<file path="src/rtl/addsub_pkg.sv">
package addsub_pkg;
  localparam int unsigned DATA_W   = 8;
  localparam int unsigned NIB_W    = 4;
  localparam int unsigned PARITY_W = 8;

  typedef struct packed {
    logic ovf;
    logic sgn;
    logic zro;
    logic hcy;
    logic par;
    logic cry;
  } cond_flags_t;

  localparam int unsigned FLAG_W = $bits(cond_flags_t);
endpackage

</file>
<file path="src/rtl/operand_gate.sv">
module operand_gate #(
  parameter int unsigned W = 8
) (
  input  logic [W-1:0] opnd_i,
  input  logic         invert_i,
  output logic [W-1:0] opnd_o
);
  // conditional inversion, one XOR per bit
  for (genvar k = 0; k < W; k++) begin : g_inv
    assign opnd_o[k] = opnd_i[k] ^ invert_i;
  end

  always_comb begin

    inv_gate_chk: assert (invert_i ? (opnd_o == ~opnd_i) : (opnd_o == opnd_i));
  end
endmodule

</file>
<file path="src/rtl/fa_cell.sv">
module fa_cell (
  input  logic x_i,
  input  logic y_i,
  input  logic cin_i,
  output logic sum_o,
  output logic cout_o
);
  logic half;
  assign half   = x_i ^ y_i;
  assign sum_o  = half ^ cin_i;
  assign cout_o = (x_i & y_i) | (half & cin_i);
endmodule

</file>
<file path="src/rtl/ripple_chain.sv">
module ripple_chain #(
  parameter int unsigned W = 8
) (
  input  logic [W-1:0] x_i,
  input  logic [W-1:0] y_i,
  input  logic         cin_i,
  output logic [W-1:0] sum_o,
  output logic [W:0]   cy_o
);
  assign cy_o[0] = cin_i;

  for (genvar k = 0; k < W; k++) begin : g_cell
    fa_cell u_fa (
      .x_i    (x_i[k]),
      .y_i    (y_i[k]),
      .cin_i  (cy_o[k]),
      .sum_o  (sum_o[k]),
      .cout_o (cy_o[k+1])
    );
  end

  logic [W:0] ref_sum;
  always_comb begin
    ref_sum = {1'b0, x_i} + {1'b0, y_i} + {{W{1'b0}}, cin_i};

    chain_sum_chk: assert ({cy_o[W], sum_o} == ref_sum);
  end
endmodule

</file>
<file path="src/rtl/flag_gen.sv">
module flag_gen
  import addsub_pkg::*;
#(
  parameter int unsigned W     = DATA_W,
  parameter int unsigned NIB   = NIB_W,
  parameter int unsigned PAR_N = PARITY_W
) (
  input  logic [W-1:0] res_i,
  input  logic [W:0]   cy_i,
  input  logic         sub_i,
  output cond_flags_t  flg_o
);
  localparam int unsigned PW = (W < PAR_N) ? W : PAR_N;

  always_comb begin
    flg_o     = '0;
    flg_o.cry = cy_i[W] ^ sub_i;
    flg_o.par = ~(^res_i[PW-1:0]);
    flg_o.hcy = cy_i[NIB] ^ sub_i;
    flg_o.zro = ~(|res_i);
    flg_o.sgn = res_i[W-1];
    flg_o.ovf = cy_i[W-1] ^ cy_i[W];
  end

  always_comb begin

    zero_flag_chk: assert (!flg_o.zro || (res_i == '0));

    parity_flag_chk: assert (flg_o.par == ($countones(res_i[PW-1:0]) % 2 == 0));
  end
endmodule

</file>
<file path="src/rtl/addsub_flags.sv">
module addsub_flags
  import addsub_pkg::*;
#(
  parameter int unsigned W = DATA_W
) (
  input  logic [W-1:0]      a_in,
  input  logic [W-1:0]      b_in,
  input  logic              sub_mode,
  output logic [W-1:0]      result,
  output logic [FLAG_W-1:0] flags
);
  logic [W-1:0] b_eff;
  logic [W:0]   cy;
  cond_flags_t  flg;

  operand_gate #(.W(W)) u_gate (
    .opnd_i   (b_in),
    .invert_i (sub_mode),
    .opnd_o   (b_eff)
  );

  ripple_chain #(.W(W)) u_chain (
    .x_i   (a_in),
    .y_i   (b_eff),
    .cin_i (sub_mode),
    .sum_o (result),
    .cy_o  (cy)
  );

  flag_gen #(.W(W)) u_flags (
    .res_i (result),
    .cy_i  (cy),
    .sub_i (sub_mode),
    .flg_o (flg)
  );

  assign flags = flg;

  logic [W:0] wide_add;
  logic       sa, sb, sr;
  always_comb begin
    wide_add = {1'b0, a_in} + {1'b0, b_in};
    sa = a_in[W-1];
    sb = b_in[W-1];
    sr = result[W-1];

    add_result_chk: assert (sub_mode || (result == wide_add[W-1:0]));

    sub_result_chk: assert (!sub_mode || (result == W'(a_in - b_in)));

    carry_borrow_chk: assert (sub_mode ? (flg.cry == (a_in < b_in)) : (flg.cry == wide_add[W]));

    ovf_sign_chk: assert (flg.ovf == (sub_mode ? ((sa != sb) && (sr != sa))
                                               : ((sa == sb) && (sr != sa))));

    sign_out_chk: assert (flags[4] == result[W-1]);
  end
endmodule

</file>
<file path="config.mk">
export PLATFORM = sky130hd
export DESIGN_NAME = addsub_flags
export DESIGN_NICKNAME = d
export VERILOG_FILES = /design/src/rtl/addsub_pkg.sv /design/src/rtl/operand_gate.sv /design/src/rtl/fa_cell.sv /design/src/rtl/ripple_chain.sv /design/src/rtl/flag_gen.sv /design/src/rtl/addsub_flags.sv
export SDC_FILE = /design/constraint.sdc
export NUM_CORES = 1
export LEC_CHECK = 0
export BUFFER_PORTS_ARGS = -buffer_cell sky130_fd_sc_hd__clkbuf_2
export CAP_MARGIN = 20
export CORE_AREA = 5 5 42 44
export DETAILED_ROUTE_END_ITERATION = 12
export DIE_AREA = 0 0 47 49
export PLACE_DENSITY = 0.74
export REMOVE_ABC_BUFFERS = 1
export SYNTH_ARGS = -nofsm -noshare
export SYNTH_HDL_FRONTEND = slang
export SYNTH_SLANG_ARGS = --single-unit
export TNS_END_PERCENT = 100
</file>
<file path="constraint.sdc">
create_clock -name vclk -period 5.5
set_input_delay 1.1 -clock vclk [all_inputs]
set_output_delay 1.1 -clock vclk [all_outputs]
set_load 0.1 [all_outputs]
</file>
==> Flow_metrics.wiki <==
{| class="wikitable"
! Metric !! Value
|-
| Reported max-cap violation count || 0
|-
| Antenna Violating Nets Remaining || 0
|-
| Seq. cell area || 0 um2
|-
| Initial core utilization || around 34%
|-
| Fin crit period || 5.94 ns
|-
| Initial antenna violation count || 0
|-
| Worst path arrival time || 4.84 ns
|-
| Final Max Tran Viols || 0
|-
| Layout sequential cell count || 0
|-
| Width of the die || about 47 um
|-
| Final hold violations || 0
|-
| Vias/cell || ~4.1
|-
| Post-DP HPWL || ~930 um
|-
| Start-to-end type of the worst setup path || in -> out
|-
| Top cell type by total area after synthesis || sky130_fd_sc_hd__fa_1
|-
| Overall via count from detail_route || 401
|-
| Total of clock buffers placed in the layout || 0
|-
| Largest net degree at the start of global routing || 9
|-
| Post-route fraction of the period consumed by the critical path || 108%
|-
| Most frequent cells after synthesis || sky130_fd_sc_hd__inv_1 (16), sky130_fd_sc_hd__buf_4 (9), sky130_fd_sc_hd__xnor2_1 (9), sky130_fd_sc_hd__fa_1 (7), sky130_fd_sc_hd__xor2_1 (5)
|-
| Overall die height || 49 um
|-
| Final wirelength || 1070 um
|-
| Area growth from synthesis to layout || 75.3%
|-
| CP Launch Type || primary input
|-
| Number of iterations in the first detailed-routing pass || 1
|-
| Critical path fanouts, max || 2
|-
| Failing checks || setup timing
|-
| Global-route usage over all layers || 9.49%
|-
| Number of port buffers || 31
|-
| Routability congestion estimate || about 0.64
|-
| # placed instances || 97
|-
| Slew @ Worst Pin || approximately 0.54 ns
|-
| Global-route congestion overflow total || 0
|-
| Run status || finished, violations left
|-
| Gate count after technology mapping || 53
|-
| Endpoint kind of the worst setup timing path || output pin
|-
| Mapped Avg Cell Area || between 8 and 9 um2
|-
| Count of warnings emitted by yosys || 0
|-
| Maximum frequency from static timing analysis || around 170 MHz
|-
| Leading cell types by total area after synthesis || sky130_fd_sc_hd__fa_1 (30%), sky130_fd_sc_hd__xnor2_1 (17%), sky130_fd_sc_hd__buf_4 (14%)
|-
| Share of final-layout standard cells stronger than drive strength 1 || between 60 and 70%
|-
| Number of non-filler instances in the completed layout || slightly below 100
|-
| Number of global-route vias before repair || 438
|-
| First-pass GRT wire length || between 1500 and 2000 um
|-
| Setup WS post-layout || -0.440 ns
|-
| Most common cell in the netlist || sky130_fd_sc_hd__inv_1
|-
| Number of rows in the core area || 14
|-
| RSZ-0062 raised after global routing || yes
|-
| Worst relative slew slack || 63.9%
|-
| Sequential cell area fraction in the yosys report || 0%
|-
| Routed wirelength normalized by instance count || roughly 11 um
|-
| Die area || 2300 um2
|-
| Total DRC errors in the routed layout || 0
|-
| Setup-violating endpoint count in the final report || 2
|-
| Data required time at the worst endpoint || 4.40 ns
|-
| Placeable core region || 1400 um2
|-
| Accumulated negative setup slack || -0.474 ns
|-
| Initial detailed-routing violation count || 0
|-
| Final antenna diode count || 0
|-
| Worst hold path class || in -> out
|-
| I/O pin total || 31
|-
| Proportion of netlist area held by the largest area contributor || 29.7%
|-
| Netlist area before placement || between 400 and 500 um2
|-
| Net count, final || between 100 and 150
|-
| Number of unique standard cell types used by synthesis || 9
|}
metrics by stage:
step / setup WS [ns] / hold WS, ns / area [um2] / util (%)
6_report: -0.440 / 2.77 / 827 / 59.0
3_3_place_gp: -0.586 / 2.76 / 741 / 52.9
4_1_cts: -0.415 / 2.79 / 802 / 57.2
3_5_place_dp: -0.656 / 2.76 / 741 / 52.9
2_1_floorplan: -1.92 / 2.65 / 393 / -
5_1_grt: -0.573 / 2.82 / 827 / 59.0
layer usage:
layer	routed length, um	GRT usage (%)	vias up
met5	0	0	-
met1	348	11.2	184
met2	640	19.0	17
li1	-	-	200
met4	0	0	0
met3	79	0	0
cells by family (layout without fill, tap and decap cells):
group,count (synthesis),in the layout,share of synthesized area [%]
fa+ha+maj,11,11,40.3
mux,1,1,2.39
buf+inv,26,56,29.4
xor+xnor,14,14,26.0
simple gates,1,1,1.86
placed cells by master (no fill, tap or decap):
master                      instances
sky130_fd_sc_hd__inv_2              5
sky130_fd_sc_hd__fa_2               7
sky130_fd_sc_hd__xnor2_2            1
sky130_fd_sc_hd__and4_4             1
sky130_fd_sc_hd__ha_4               1
sky130_fd_sc_hd__ha_1               3
sky130_fd_sc_hd__xnor2_1            8
sky130_fd_sc_hd__clkbuf_2          21
sky130_fd_sc_hd__xor2_1             5
sky130_fd_sc_hd__mux2_4             1
sky130_fd_sc_hd__inv_4              1
sky130_fd_sc_hd__inv_1             10
sky130_fd_sc_hd__bufbuf_16          1
sky130_fd_sc_hd__buf_6              2
sky130_fd_sc_hd__buf_4              9
sky130_fd_sc_hd__buf_12             7
final cells by class:
class	count	area (um2)
multi-input combinational	27	377
timing repair buffer	40	368
fill	129	574
tap	16	20.0
inverter	16	62.6
path summary, 6_finish.rpt:
check      from       end  depth (start not counted)
min    sub_mode  flags[0]                          4
max     b_in[0]  flags[1]                         18
worst max-delay path: stages:
cell and delay (ns):
sky130_fd_sc_hd__buf_6 0.09, sky130_fd_sc_hd__mux2_4 0.29, sky130_fd_sc_hd__fa_2 0.33, sky130_fd_sc_hd__inv_2 0.06
sky130_fd_sc_hd__fa_2 0.18, sky130_fd_sc_hd__inv_2 0.04, sky130_fd_sc_hd__fa_2 0.35, sky130_fd_sc_hd__fa_2 0.35
sky130_fd_sc_hd__inv_2 0.06, sky130_fd_sc_hd__fa_2 0.19, sky130_fd_sc_hd__inv_2 0.04, sky130_fd_sc_hd__fa_2 0.35
sky130_fd_sc_hd__inv_2 0.07, sky130_fd_sc_hd__fa_2 0.45, sky130_fd_sc_hd__ha_4 0.29, sky130_fd_sc_hd__xnor2_2 0.11
sky130_fd_sc_hd__xnor2_1 0.14, sky130_fd_sc_hd__bufbuf_16 0.34
timing repair:
item,CTS,global route
setup endpoints to repair,4,4
gates resized for setup,18,7
hold endpoints to repair,0,0
pin swaps,4,1
hold buffers,0,0
buffers inserted,1,1
Power is left out: the tool's default activity adds up to more than one toggle a clock period on the data nets, which glitch-free logic cannot reach.
